**src/rtl/irq_fc_pkg.sv**
```systemverilog
package irq_fc_pkg;

    typedef enum logic [0:0] {
        HS_OPEN = 1'b0,
        HS_HOLD = 1'b1
    } hold_state_e;

endpackage

```
**src/rtl/irq_flag_cell.sv**
```systemverilog
module irq_flag_cell #(
    parameter int IDX_W = 4,
    parameter int ID    = 0
) (
    input  logic             clk,
    input  logic             rst_n,
    input  logic             evt,
    input  logic             wr_sel,
    input  logic             wr_bit,
    input  logic             ack,
    input  logic [IDX_W-1:0] ack_idx,
    output logic             q
);
    logic hit_ack;
    logic kept;
    logic nxt;

    always_comb begin
        hit_ack = ack && (ack_idx == IDX_W'(ID));
        kept    = q && !hit_ack;
        // write overrides acknowledge, event overrides both
        nxt     = evt || (wr_sel ? wr_bit : kept);
    end

    always_ff @(posedge clk) begin
        if (!rst_n) q <= 1'b0;
        else        q <= nxt;
    end
endmodule

```
**src/rtl/irq_flag_store.sv**
```systemverilog
module irq_flag_store #(
    parameter int NUM_EXT  = 8,
    parameter int REG_W    = 16,
    parameter int EXT_BASE = 8,
    parameter int IDX_W    = 4,
    localparam int BE_W    = REG_W / 8
) (
    input  logic               clk,
    input  logic               rst_n,
    input  logic               wr_en,
    input  logic [BE_W-1:0]    wr_be,
    input  logic [REG_W-1:0]   wr_data,
    input  logic               wdt_evt,
    input  logic [NUM_EXT-1:0] ext_evt,
    input  logic               ack,
    input  logic [IDX_W-1:0]   ack_idx,
    output logic [REG_W-1:0]   flags_o,
    output logic               sw_set
);
    logic [REG_W-1:0] lane_sel;
    logic [REG_W-1:0] flag_mask;

    genvar b;
    generate
        for (b = 0; b < REG_W; b++) begin : g_bit
            assign lane_sel[b] = wr_en && wr_be[b / 8];
            if (b == 0) begin : g_wdt
                assign flag_mask[b] = 1'b1;
                irq_flag_cell #(.IDX_W(IDX_W), .ID(0)) u_cell (
                    .clk(clk), .rst_n(rst_n), .evt(wdt_evt),
                    .wr_sel(lane_sel[b]), .wr_bit(wr_data[b]),
                    .ack(ack), .ack_idx(ack_idx), .q(flags_o[b])
                );
            end else if (b >= EXT_BASE && b < EXT_BASE + NUM_EXT) begin : g_ext
                assign flag_mask[b] = 1'b1;
                irq_flag_cell #(.IDX_W(IDX_W), .ID(b - EXT_BASE + 1)) u_cell (
                    .clk(clk), .rst_n(rst_n), .evt(ext_evt[b - EXT_BASE]),
                    .wr_sel(lane_sel[b]), .wr_bit(wr_data[b]),
                    .ack(ack), .ack_idx(ack_idx), .q(flags_o[b])
                );
            end else begin : g_rsvd
                assign flag_mask[b] = 1'b0;
                assign flags_o[b]   = 1'b0;
            end
        end
    endgenerate

    assign sw_set = |(wr_data & lane_sel & flag_mask);
endmodule

```
**src/rtl/irq_prio_gate.sv**
```systemverilog
module irq_prio_gate #(
    parameter int NUM_EXT  = 8,
    parameter int REG_W    = 16,
    parameter int EXT_BASE = 8,
    parameter int IDX_W    = 4
) (
    input  logic               clk,
    input  logic               rst_n,
    input  logic               en_wr,
    input  logic [NUM_EXT-1:0] en_wdata,
    input  logic               master_en,
    input  logic [REG_W-1:0]   flags,
    output logic               pend_any,
    output logic [IDX_W-1:0]   win_idx
);
    logic [NUM_EXT-1:0] en_q;
    logic [NUM_EXT-1:0] ext_live;

    always_ff @(posedge clk) begin
        if (!rst_n)     en_q <= '0;
        else if (en_wr) en_q <= en_wdata;
    end

    always_comb begin
        ext_live = flags[EXT_BASE +: NUM_EXT] & en_q & {NUM_EXT{master_en}};
        win_idx  = '0;
        for (int k = NUM_EXT - 1; k >= 0; k--) begin
            if (ext_live[k]) win_idx = IDX_W'(k + 1);
        end
        if (flags[0]) win_idx = '0;
        pend_any = flags[0] || (|ext_live);
    end
endmodule

```
**src/rtl/irq_holdoff_fsm.sv**
```systemverilog
module irq_holdoff_fsm
    import irq_fc_pkg::*;
(
    input  logic clk,
    input  logic rst_n,
    input  logic sw_set,
    input  logic retire,
    output logic hold_o
);
    hold_state_e state_q;
    hold_state_e state_d;

    always_comb begin
        state_d = state_q;
        unique case (state_q)
            HS_OPEN: if (sw_set) state_d = HS_HOLD;          // arm
            HS_HOLD: begin
                if (sw_set)      state_d = HS_HOLD;          // rearm
                else if (retire) state_d = HS_OPEN;          // release
            end
            default:             state_d = HS_OPEN;
        endcase
    end

    always_ff @(posedge clk) begin
        if (!rst_n) state_q <= HS_OPEN;
        else        state_q <= state_d;
    end

    always_comb begin
        unique case (state_q)
            HS_OPEN: hold_o = 1'b0;
            HS_HOLD: hold_o = 1'b1;
            default: hold_o = 1'b0;
        endcase
    end
endmodule

```
**src/rtl/irq_flag_ctrl.sv**
```systemverilog
module irq_flag_ctrl #(
    parameter int NUM_EXT  = 8,
    parameter int REG_W    = 16,
    parameter int EXT_BASE = 8,
    localparam int IDX_W   = $clog2(NUM_EXT + 1),
    localparam int BE_W    = REG_W / 8
) (
    input  logic               clk,
    input  logic               rst_n,
    input  logic               wr_en,
    input  logic [BE_W-1:0]    wr_be,
    input  logic [REG_W-1:0]   wr_data,
    output logic [REG_W-1:0]   rd_data,
    input  logic               en_wr,
    input  logic [NUM_EXT-1:0] en_wdata,
    input  logic               master_en,
    input  logic               wdt_evt,
    input  logic [NUM_EXT-1:0] ext_evt,
    input  logic               retire,
    input  logic               ack,
    input  logic [IDX_W-1:0]   ack_idx,
    output logic               irq_req,
    output logic [IDX_W-1:0]   irq_idx
);
    logic             sw_set;
    logic             hold_w;
    logic             pend_any;
    logic [IDX_W-1:0] win_idx;

    irq_flag_store #(
        .NUM_EXT(NUM_EXT), .REG_W(REG_W), .EXT_BASE(EXT_BASE), .IDX_W(IDX_W)
    ) u_store (
        .clk(clk), .rst_n(rst_n), .wr_en(wr_en), .wr_be(wr_be),
        .wr_data(wr_data), .wdt_evt(wdt_evt), .ext_evt(ext_evt),
        .ack(ack), .ack_idx(ack_idx), .flags_o(rd_data), .sw_set(sw_set)
    );

    irq_prio_gate #(
        .NUM_EXT(NUM_EXT), .REG_W(REG_W), .EXT_BASE(EXT_BASE), .IDX_W(IDX_W)
    ) u_gate (
        .clk(clk), .rst_n(rst_n), .en_wr(en_wr), .en_wdata(en_wdata),
        .master_en(master_en), .flags(rd_data),
        .pend_any(pend_any), .win_idx(win_idx)
    );

    irq_holdoff_fsm u_hold (
        .clk(clk), .rst_n(rst_n), .sw_set(sw_set), .retire(retire),
        .hold_o(hold_w)
    );

    assign irq_req = pend_any && !hold_w;
    assign irq_idx = irq_req ? win_idx : '0;
endmodule

```
**config.mk**
```make
export PLATFORM = sky130hd
export DESIGN_NAME = irq_flag_ctrl
export DESIGN_NICKNAME = d
export VERILOG_FILES = /design/src/rtl/irq_fc_pkg.sv /design/src/rtl/irq_flag_cell.sv /design/src/rtl/irq_flag_store.sv /design/src/rtl/irq_prio_gate.sv /design/src/rtl/irq_holdoff_fsm.sv /design/src/rtl/irq_flag_ctrl.sv
export SDC_FILE = /design/constraint.sdc
export NUM_CORES = 1
export LEC_CHECK = 0
export BUFFER_PORTS_ARGS = -buffer_cell sky130_fd_sc_hd__buf_2
export CORE_MARGIN = 2
export CORE_UTILIZATION = 42
export CTS_CLUSTER_SIZE = 12
export DETAILED_ROUTE_END_ITERATION = 12
export PLACE_DENSITY = 0.79
export SLEW_MARGIN = 10
export SYNTH_ARGS = -nofsm -noshare
export SYNTH_HDL_FRONTEND = slang
export SYNTH_SLANG_ARGS = --single-unit
export TNS_END_PERCENT = 5
```
**constraint.sdc**
```tcl
create_clock -name clk -period 1.6 [get_ports clk]
set_clock_uncertainty 0.15 [all_clocks]
set_input_delay 0.16 -clock clk [delete_from_list [all_inputs] [get_ports clk]]
set_output_delay 0.16 -clock clk [all_outputs]
set_load 0.02 [all_outputs]
```
# Word-level counts from Yosys, hierarchy flattened
# Cells that the tools add are included.
[op_classes] n_reduce_logical=44 n_shift=0 n_bitwise=4 eq_ne=8 addsub=0 muxes=24 n_mul=0 magnitude_cmp=0 n_div=0
[op_table] op="4-bit 2-to-1 mux" count=10
[op_table] op="1-bit logical AND" count=21
[op_table] op="16-bit AND" count=1
[op_table] op="8-bit AND" count=2
[op_table] op="4-bit by 3-bit == test with 1-bit output (second input constant)" count=4
[op_table] op="1-bit 2-to-1 mux" count=12
[op_table] op="1-bit zero test" count=10
[op_table] op="1-bit logical OR" count=10
[op_table] op="9-bit OR reduction" count=1
[op_table] op="4-bit by 2-bit == test with 1-bit output (second input constant)" count=2
[op_table] op="8-bit OR reduction" count=1
[op_table] op="4-bit by 1-bit == test with 1-bit output (second input constant)" count=1
[op_table] op="4-bit == test (second input constant)" count=1
[op_table] op="4-bit zero test" count=1
[op_table] op="1-bit one-hot mux with 2 select lines" count=2
[op_table] op="1-bit NOT" count=1
[word_totals] latch_bits=0 out_inout_bits=21 romBits=0 register_bits=18 mem_count=0 ramBits=0

# Longest topological paths before layout
# Gate-level depths: netlist (run 1).
[depth] word_depth=12 depth_mapped=4 depth_no_buf=4

# By module
# Synthesis (run 1) repeated with hierarchy kept, for this count alone.
[unflattened] hier_cells=126 hier_area_um2=1127.3
[by_module_without_submodules] module="irq_prio_gate" n_inst=1 area_per_inst_um2=439.2 cells_per_inst=48
[by_module_without_submodules] module="irq_flag_cell at u_store.g_bit[8].g_ext.u_cell ..." n_inst=2 area_per_inst_um2=58.8 cells_per_inst=6
[by_module_without_submodules] module="irq_flag_cell at u_store.g_bit[11].g_ext.u_cell ..." n_inst=2 area_per_inst_um2=57.6 cells_per_inst=6
[by_module_without_submodules] module="irq_flag_cell at u_store.g_bit[10].g_ext.u_cell ..." n_inst=2 area_per_inst_um2=53.8 cells_per_inst=7
[by_module_without_submodules] module="irq_flag_store" n_inst=1 area_per_inst_um2=106.4 cells_per_inst=14
[by_module_without_submodules] module="irq_flag_cell at u_store.g_bit[12].g_ext.u_cell ..." n_inst=2 area_per_inst_um2=52.6 cells_per_inst=6
[by_module_without_submodules] module="irq_flag_cell at u_store.g_bit[0].g_wdt.u_cell" n_inst=1 area_per_inst_um2=53.8 cells_per_inst=6
[by_module_without_submodules] module="irq_flag_ctrl" n_inst=1 area_per_inst_um2=41.3 cells_per_inst=5
[by_module_without_submodules] module="irq_holdoff_fsm" n_inst=1 area_per_inst_um2=41.3 cells_per_inst=3

# Worst setup path after synthesis (run 1)
# No wires, ideal clock.
[synth_path] path_type="register -> output" from="reg u_store.g_bit[13].g_ext.u_cell.q" to="out irq_idx[3]" stages_incl_launch_ff=5 path_buffers=0 setup_slack_ns=-0.130 t_arrival_ns=1.420 t_required_ns=1.290 path_cell_list="dfxtp_1 > nand2_1 > nand2_1 > o21ai_0 > nor4b_1"
[synth_between] elab_chain_len=10
[synth_lines] item="start, declared" line="irq_flag_cell.sv:12" rtl="output logic q"
[synth_lines] item="start signal, assigned" line="irq_flag_cell.sv:27" rtl="else q <= nxt;"
[synth_lines] item="8-bit AND * (2 in a row)" line="irq_prio_gate.sv:25" rtl="ext_live = flags[EXT_BASE +: NUM_EXT] & en_q & {NUM_EXT{master_en}};"
[synth_lines] item="4-bit 2-to-1 mux (6 in a row)" line="irq_prio_gate.sv:28" rtl="if (ext_live[k]) win_idx = IDX_W'(k + 1);"
[synth_lines] item="4-bit 2-to-1 mux" line="irq_prio_gate.sv:30" rtl="if (flags[0]) win_idx = '0;"
[synth_lines] item="4-bit 2-to-1 mux *" line="irq_flag_ctrl.sv:52" rtl="assign irq_idx = irq_req ? win_idx : '0;"
[synth_lines] item="end, declared" line="irq_flag_ctrl.sv:23" rtl="output logic [IDX_W-1:0] irq_idx"
# Every way passes the cells marked *; elsewhere a longest branch is shown, timed or not.

# Worst setup path in the final report (run 1)
[layout_path] from="reg u_store.g_bit[13].g_ext.u_cell.q" to="out irq_idx[0]"
# The elaborated chain is that of the path after synthesis.

==> results of run 1 <==
-- flip-flops by register name, indices dropped and copies added (netlist names) --
| signal | count |
|---|---|
| u_hold.state_q | 1 |
| u_gate.en_q | 8 |
| u_store.g_bit.g_ext.u_cell.q | 8 |
| u_store.g_bit.g_wdt.u_cell.q | 1 |
-- stage by stage --
step / std cells / utilization [%] / hold WS, ns / setup slack (ns) / total power, µW
2_1_floorplan: 135 / - / 0.146 / 0.0730 / 688
3_3_place_gp: 199 / 51.6 / 0.244 / 0.0716 / 748
3_5_place_dp: 199 / 51.6 / 0.250 / 0.0457 / 755
4_1_cts: 216 / 59.4 / 0.000551 / -0.176 / 1060
5_1_grt: 216 / 59.6 / 0.0307 / -0.315 / 1120
6_report: 216 / 59.6 / 0.00743 / -0.175 / 1060
-- placed cells by master, fill, tap and decap left out, drive strengths merged, types with 2 or more instances in the layout --
master | synthesis | routed
dlygate4sd3 | 0 | 12
dfxtp | 18 | 18
nor2b | 12 | 12
a21oi | 11 | 11
conb | 1 | 7
clkbuf | 1 | 4
buf | 18 | 54
nand2 | 19 | 19
nor2 | 3 | 3
mux2i | 8 | 8
a21boi | 8 | 8
nand3 | 12 | 12
nor4 | 2 | 2
o31a | 2 | 2
-- synthesized netlist by cell type --
cell type	instances	share of area, %
sky130_fd_sc_hd__nand2_1	19	6.8
sky130_fd_sc_hd__nor3_1	1	0.47
sky130_fd_sc_hd__a211oi_1	1	0.71
sky130_fd_sc_hd__a311oi_1	1	0.83
sky130_fd_sc_hd__o21ai_0	1	0.47
sky130_fd_sc_hd__a222oi_1	1	0.95
sky130_fd_sc_hd__o31a_1	2	1.7
sky130_fd_sc_hd__a41oi_1	1	0.83
sky130_fd_sc_hd__nand3_1	12	5.7
sky130_fd_sc_hd__nor2_1	3	1.1
sky130_fd_sc_hd__mux2i_1	8	7.6
sky130_fd_sc_hd__buf_4	16	11
sky130_fd_sc_hd__buf_2	2	0.95
sky130_fd_sc_hd__and3b_1	1	0.83
sky130_fd_sc_hd__nor4_1	2	1.2
sky130_fd_sc_hd__and2_1	1	0.59
sky130_fd_sc_hd__clkbuf_1	1	0.36
sky130_fd_sc_hd__conb_1	1	0.36
sky130_fd_sc_hd__a21boi_0	8	5.7
sky130_fd_sc_hd__nand4b_1	1	0.83
sky130_fd_sc_hd__a21oi_1	11	5.2
sky130_fd_sc_hd__a32o_1	1	0.95
sky130_fd_sc_hd__and3_1	1	0.59
sky130_fd_sc_hd__nor3b_2	1	1.2
sky130_fd_sc_hd__nor4b_1	1	0.83
sky130_fd_sc_hd__dfxtp_1	18	34
sky130_fd_sc_hd__nor2b_1	12	7.1
sky130_fd_sc_hd__a22oi_1	1	0.71
-- how the worst max path moves through the flow --
stage | from | endpoint | cells after the start
floorplan | u_store.g_bit[13].g_ext.u_cell.q | irq_idx[0] | 4
global placement | u_store.g_bit[13].g_ext.u_cell.q | irq_idx[0] | 5
detailed placement | u_store.g_bit[13].g_ext.u_cell.q | irq_idx[0] | 5
CTS | u_store.g_bit[13].g_ext.u_cell.q | irq_idx[0] | 5
global route | u_store.g_bit[13].g_ext.u_cell.q | irq_idx[0] | 5
finish | u_store.g_bit[13].g_ext.u_cell.q | irq_idx[0] | 5
-- power by group through the flow --
stage          clock network [µW]  registers [µW]  logic [µW]
2_1_floorplan                   0             510         178
3_3_place_gp                    0             516         232
3_5_place_dp                    0             517         238
4_1_cts                       284             510         269
5_1_grt                       302             516         298
6_report                      276             511         270
-- final cells by class --
type	instances	area [µm²]	share of cell area [%]
multi-input cells	98	608	42.0
repair buffers	66	398	27.5
flip-flops and latches	18	369	25.5
well taps	30	37.5	2.59
clock buffers	4	36.3	2.50
-- cells by family (layout without fill, tap and decap cells) --
kind of cell,count (synthesis),count (layout),share of synthesized area (%)
other,1,7,0.356
DFF,18,18,34.2
buffers and inverters,19,70,12.7
muxes,8,8,7.59
and+or+nand+nor,55,55,27.2
AOI/OAI and AO/OA,28,28,18.0
-- metal layers --
| metal | track usage [%] | share of wire, % | vias to the layer above |
|---|---|---|---|
| li1 | - | - | 552 |
| met1 | 19.6 | 41 | 496 |
| met2 | 35.6 | 52 | 35 |
| met3 | 2.22 | 5.3 | 4 |
| met4 | 7.08 | 0.84 | 0 |
| met5 | 0 | 0 | - |
-- critical path, cell delays in order, from the launching register on --
cell	delay [ns]
sky130_fd_sc_hd__dfxtp_2	0.35
sky130_fd_sc_hd__nand2_2	0.05
sky130_fd_sc_hd__a32o_1	0.22
sky130_fd_sc_hd__a222oi_1	0.30
sky130_fd_sc_hd__a311oi_1	0.08
sky130_fd_sc_hd__buf_2	0.17
-- what timing repair did --
item / CTS / global route
setup buffers: 1 / 0
endpoints found under the setup margin: 5 / 5
endpoints found under the hold margin: 12 / 0
gates resized for setup: 12 / 2
hold buffers: 12 / 0
pin swaps: 5 / 0
==> out/results.md, run 1 <==
| Metric | Reported | Unit |
| --- | --- | --- |
| Share of total power in the clock network | 26.1 | % |
| Setup CP Type | reg2out | - |
| Depth of the worst hold-timing path | 3 | - |
| Hold path startpoint | ext_evt[7] | - |
| Final critical path time including I/O delays and setup | 1.77 | ns |
| Total via count after detailed routing | 1087 | - |
| Critical R2R Capture | u_store.g_bit[0].g_wdt.u_cell.q | - |
| Element type at the critical path end | primary output | - |
| Path type of the worst min-delay path | in2reg | - |
| Type of origin of the critical path | flop | - |
| Total I/O pin count | 67 | - |
| Worst VDD drop | 0.496 | mV |
| CTS tree | done | - |
| Finished Cell Area | 0.00145 | mm² |
| Post-synthesis cell count | 129 | - |
| Finish-stage setup viols | 5 | - |
| Initial DRC Count | 28 | - |
| Detailed placement HPWL | 2.03 | mm |
| RSZ-0062 raised after global routing | true | - |
| Standard cell area after detailed placement | 0.00125 | mm² |
| Clock transition time at the flip-flop clock pins of the worst setup and hold paths | 0.10 | ns |
| Largest net degree at the start of global routing | 19 | - |
| Internal power component | 748 | µW |
| Number of filler instances in the final layout | 205 | - |
| Syn. warnings | 0 | - |
| Part of the cycle the worst path needs | 111 | % |
| Number of nets in the final layout | 233 | - |
| Vertical extent of the die | 54.1 | µm |
| Wire length of the first global-routing pass | 3.93 | mm |
| Final weighted congestion in routability-driven placement | 0.754 | - |
| Share of final-layout standard cells stronger than drive strength 1 | 38.7 | % |
| Area added between synthesis and finish | 37.4 | % |
| Number of max-cap violations | 0 | - |
| Antenna-violating nets left | 0 | - |
| Port-buffer cells | 52 | - |
| Number of synthesized register bits | 18 | - |
| Antenna diodes | 0 | - |
| Final setup slack of the worst path | -0.175 | ns |
| Vias/cell | 5.03 | - |
| Data arrival time at the worst-slack endpoint | 1.46 | ns |
| Violations in the final reports | negative setup slack | - |
| Count of distinct cell types in the synthesized netlist | 28 | - |
| Final Hold Viols | 0 | - |
| Switching Power | 309 | µW |
| Leakage component of the power | 0.000682 | µW |
| GRT Total Usage | 18.3 | % |
| Achievable clock frequency | 0.563 | GHz |
| Via count of the first global-routing pass | 976 | - |
| Sw Share | 29.2 | % |
| Core region area | 0.00243 | mm² |
| Cell Pwr Density | 730 | mW/mm² |
| Cell area after synthesis | 0.00105 | mm² |
| Synthesized area per cell | 8.18 | µm² |
| Initial standard-cell utilization of the core | 43.4 | % |
| Final max-slew violation count | 0 | - |
| Source of the worst register-to-register timing path | u_store.g_bit[0].g_wdt.u_cell.q | - |
| CTS max path bufs | 2 | - |
| Number of remaining DRC errors | 0 | - |
| Number of CTS-inserted buffers | 3 | - |
| Std cell rows | 18 | - |
| H-tree depth reported by CTS | 1 | - |
| Post-Route WL | 2.63 | mm |
| Worst Hold End | u_store.g_bit[15].g_ext.u_cell.q | - |
| Part of the Yosys area used for sequential elements | 34.2 | % |
| Die Area | 0.00293 | mm² |
| Worst R2R Path Depth | 3 | - |
| Drt pass-1 iters | 4 | - |
| Die Wd | 54.1 | µm |
| Outcome | complete, but fails checks | - |
| Maximum net fanout on the critical path | 2 | - |
| Average wire per cell in the routed design | 12.2 | µm |
| Master cell of the clock root buffer | sky130_fd_sc_hd__clkbuf_4 | - |
| Clock network latency to the later pin of the worst-skew pair | 0.28 | ns |
| Setup slack of the worst register-to-register path | 0.59 | ns |
| Number of clock sinks seen by CTS | 18 | - |
| Crit path required time | 1.29 | ns |
| Logic gate share of total power | 25.6 | % |
| Sequential share of power | 48.4 | % |
| Total Neg Setup Slack | -0.329 | ns |
| Residual overflow from global routing | 0 | - |
| Number of antenna violations at the first check in global routing | 0 | - |
Note: power is estimated with default switching activity, not from simulation.
==> inputs of run 2 (changes only) <==
ABC_AREA = 1   (was unset)
CORE_UTILIZATION = 43   (was 42)
==> out/results.md, run 2 <==
| Metric | Reported | Unit | Delta |
| --- | --- | --- | --- |
| Finished Cell Area | 0.00166 | mm² | +15% |
| Drt pass-1 iters | 4 | - | unchanged |
| Number of CTS-inserted buffers | 3 | - | unchanged |
| Finish-stage setup viols | 4 | - | -1 |
| Worst path buffer plus inverter count | 1 | - | unchanged |
| Wire length of the first global-routing pass | 4.91 | mm | +25% |
| Type of origin of the critical path | flop | - |  |
| Depth of the worst hold-timing path | 3 | - | unchanged |
| Total I/O pin count | 67 | - | unchanged |
| Die Wd | 55.7 | µm | +2.9% |
| Critical R2R Capture | u_store.g_bit[14].g_ext.u_cell.q | - |  |
| Port-buffer cells | 52 | - | unchanged |
| Most common cell in the netlist | sky130_fd_sc_hd__nand2_1 | - |  |
| Worst Hold End | u_gate.en_q[6] | - |  |
| Final Hold Viols | 0 | - | unchanged |
| Part of the Yosys area used for sequential elements | 31.3 | % | -2.8 points |
| GRT Total Usage | 19.9 | % | +1.6 points |
| Part of the cycle the worst path needs | 103 | % | -7.7 points |
| Source of the worst register-to-register timing path | u_store.g_bit[14].g_ext.u_cell.q | - |  |
| Crit-path slowest cell | sky130_fd_sc_hd__dfxtp_2 | - |  |
| Std cell rows | 18 | - | unchanged |
| Worst R2R Path Depth | 4 | - | +1 |
| Number of nets in the final layout | 288 | - | +24% |
| Prevailing post-synth register cell | sky130_fd_sc_hd__dfxtp_1 | - |  |
| Data arrival time at the worst-slack endpoint | 1.34 | ns | -0.12 ns |
| Master cell of the clock root buffer | sky130_fd_sc_hd__clkbuf_4 | - |  |
| CP Cell Sequence | nand2_1, nor2_1, nand2_1, nand2_1, nand2_1, nand2_1, nand2_1, a21oi_2, buf_4 | - |  |
| Library cell occupying the most area in the post-synthesis netlist | sky130_fd_sc_hd__dfxtp_1 | - |  |
| Total via count after detailed routing | 1293 | - | +19% |
| Total Neg Setup Slack | -0.171 | ns | +0.157 ns |
| Share of final-layout standard cells stronger than drive strength 1 | 36.9 | % | -1.8 points |
| Average wire per cell in the routed design | 11.2 | µm | -8.3% |
| Number of antenna violations at the first check in global routing | 0 | - | unchanged |
| Setup CP Type | reg2out | - |  |
| Share of async-settable or async-resettable flops after synthesis | 0 | % | unchanged |
| Syn. warnings | 0 | - | unchanged |
| Achievable clock frequency | 0.605 | GHz | +7.4% |
| Final setup slack of the worst path | -0.0520 | ns | +0.123 ns |
| Post-synthesis cell count | 169 | - | +31% |
| Antenna diodes | 0 | - | unchanged |
| Top cells by area in the synthesized netlist | sky130_fd_sc_hd__dfxtp_1 31%, sky130_fd_sc_hd__buf_4 10%, sky130_fd_sc_hd__nand2_1 9.1%, sky130_fd_sc_hd__nor2_1 8.5%, sky130_fd_sc_hd__nand3_1 7.0% | - |  |
| Maximum net fanout on the critical path | 3 | - | +1 |
| Area added between synthesis and finish | 44.3 | % |  |
| Element type at the critical path end | primary output | - |  |
| Initial standard-cell utilization of the core | 46.0 | % | +2.6 points |
| Via count of the first global-routing pass | 1167 | - | +20% |
| Number of max-cap violations | 0 | - | unchanged |
| Worst VDD drop | 0.500 | mV | +0.74% |
| Standard cell area after detailed placement | 0.00135 | mm² | +7.3% |
| Final critical path time including I/O delays and setup | 1.65 | ns | -0.123 ns |
| Setup slack of the worst register-to-register path | 0.13 | ns | -0.46 ns |
| Most common library cells after synthesis | 28 x sky130_fd_sc_hd__nand2_1, 26 x sky130_fd_sc_hd__nor2_1, 19 x sky130_fd_sc_hd__inv_1, 18 x sky130_fd_sc_hd__dfxtp_1 | - |  |
| Outcome | complete, but fails checks | - |  |
| Largest registers | u_gate.en_q: 8 flops, u_store.g_bit.g_ext.u_cell.q: 8 flops | - |  |
| Core region area | 0.00250 | mm² | +2.8% |
| Number of clock sinks seen by CTS | 18 | - | unchanged |
| RSZ-0062 raised after global routing | true | - |  |
| Cell Pwr Density | 677 | mW/mm² | -7.2% |
| Path type of the worst min-delay path | in2reg | - |  |
| Vias/cell | 4.77 | - | -5.2% |
| Vertical extent of the die | 55.7 | µm | +2.9% |
| Violations in the final reports | negative setup slack | - |  |
| Cell area after synthesis | 0.00115 | mm² | +9.0% |
| Commonest cells after routing, fill and taps aside | 50 x sky130_fd_sc_hd__buf_2, 26 x sky130_fd_sc_hd__nor2_1, 26 x sky130_fd_sc_hd__nand2_1, 24 x sky130_fd_sc_hd__dlygate4sd3_1, 18 x sky130_fd_sc_hd__inv_1 | - |  |
| Most common cell type on the critical path | sky130_fd_sc_hd__nand2_1 | - |  |
| Largest net degree at the start of global routing | 11 | - | -8 |
| Delay contributed by the slowest stage of the critical path | 0.36 | ns | about the same |
| Antenna-violating nets left | 0 | - | unchanged |
| Number of synthesized register bits | 18 | - | unchanged |
| Clock transition time at the flip-flop clock pins of the worst setup and hold paths | 0.10 | ns | about the same |
| Share of Yosys cell area claimed by the top area cell type | 31.3 | % | -2.8 points |
| Leakage component of the power | 0.000886 | µW | +30% |
| Initial DRC Count | 40 | - | +43% |
| Die Area | 0.00310 | mm² | +6.0% |
| Most common cell after layout, fill and taps aside | sky130_fd_sc_hd__buf_2 | - |  |
| CTS tree | done | - |  |
| Crit-path leading delay family | simple AND/OR/NAND/NOR gates | - |  |
| Final weighted congestion in routability-driven placement | 0.832 | - | +10% |
| Final max-slew violation count | 0 | - | unchanged |
| Detailed placement HPWL | 2.10 | mm | +3.6% |
| Number of synthesized flops with an enable pin | 0 | - | unchanged |
| H-tree depth reported by CTS | 1 | - | unchanged |
| Residual overflow from global routing | 0 | - | unchanged |
| Crit path required time | 1.29 | ns | about the same |
| Synthesized area per cell | 6.80 | µm² | -17% |
| Number of remaining DRC errors | 0 | - | unchanged |
| Count of distinct cell types in the synthesized netlist | 25 | - | -11% |
| Clock network latency to the later pin of the worst-skew pair | 0.29 | ns | about the same |
| Post-Route WL | 3.03 | mm | +15% |
| CTS max path bufs | 2 | - | unchanged |
| Hold path startpoint | rst_n | - |  |
## run 2: cell types whose count changed after synthesis, moves of 9 or more
cell / previous run / this run
sky130_fd_sc_hd__nand2_1: 19 / 28
sky130_fd_sc_hd__a31oi_1: 0 / 9
sky130_fd_sc_hd__nor2b_1: 12 / 0
sky130_fd_sc_hd__a21oi_1: 11 / 2
sky130_fd_sc_hd__inv_1: 0 / 19
sky130_fd_sc_hd__nor2_1: 3 / 26
## run 2: per-stage QoR
stage,hold WS [ns],setup slack (ns),std cells,total power [µW],util (%)
after global routing,0.0129,-0.170,271,1190,66.4
after CTS,0.00185,-0.0565,271,1120,66.2
after global placement,0.234,0.201,241,783,53.9
final,0.00533,-0.0520,271,1120,66.4
after detailed placement,0.234,0.191,241,786,53.9
after floorplan,0.145,0.0674,175,715,-
## run 2: final cells by class
cell class / count / area, µm²
sequential: 18 / 372
clock buffer: 4 / 36.3
timing repair buffer: 79 / 528
multi-input combinational: 119 / 607
inverter: 21 / 78.8
tap: 30 / 37.5
fill: 215 / 841
## run 2: routing by layer
layer | wire length (µm) | up-vias | track usage [%]
met5 | 0 | - | 0
met4 | 21 | 0 | 4.18
met3 | 205 | 2 | 5.35
met2 | 1470 | 56 | 35.0
met1 | 1330 | 561 | 24.1
li1 | - | 674 | -
## run 2: logic make-up after synthesis
| logic type | synth area share [%] |
|---|---|
| compound gates | 12.3 |
| flops | 31.3 |
| buf+inv | 18.3 |
| other cells | 0.326 |
| simple gates | 37.8 |
## run 2: timing repair
| item | in CTS | in global routing |
|---|---|---|
| endpoints found under the setup margin | 5 | 5 |
| buffers inserted | 2 | 0 |
| hold endpoints to repair | 17 | 0 |
| gates cloned | 0 | 0 |
| pin swaps | 1 | 0 |
| hold buffers | 24 | 0 |
| resized for setup | 11 | 3 |
## run 2: how the worst max path moves through the flow
stage	from	depth (start not counted)	slack, ns	end
final	u_gate.en_q[6]	9	-0.05	irq_idx[0]
after global routing	u_gate.en_q[6]	9	-0.17	irq_idx[0]
after CTS	u_gate.en_q[6]	9	-0.06	irq_idx[0]
after detailed placement	master_en	10	0.19	irq_idx[0]
after global placement	master_en	6	0.20	irq_idx[2]
after floorplan	u_store.g_bit[11].g_ext.u_cell.q	4	0.07	irq_idx[2]
## run 2: worst min-delay path: cells and delay by family
family / cells / cell delay [ns]
AND/OR/NAND/NOR: 1 / 0.04
buffers and inverters: 1 / 0.14
AO/OA/AOI/OAI: 1 / 0.08
## run 2: power breakdown
group,leakage (µW),switching [µW],total [µW],internal [µW]
Sequential,0.000152,29.9,516,486
Clock,0.0000210,141,280,139
Combinational,0.000713,177,328,151
Total,0.000886,348,1120,776
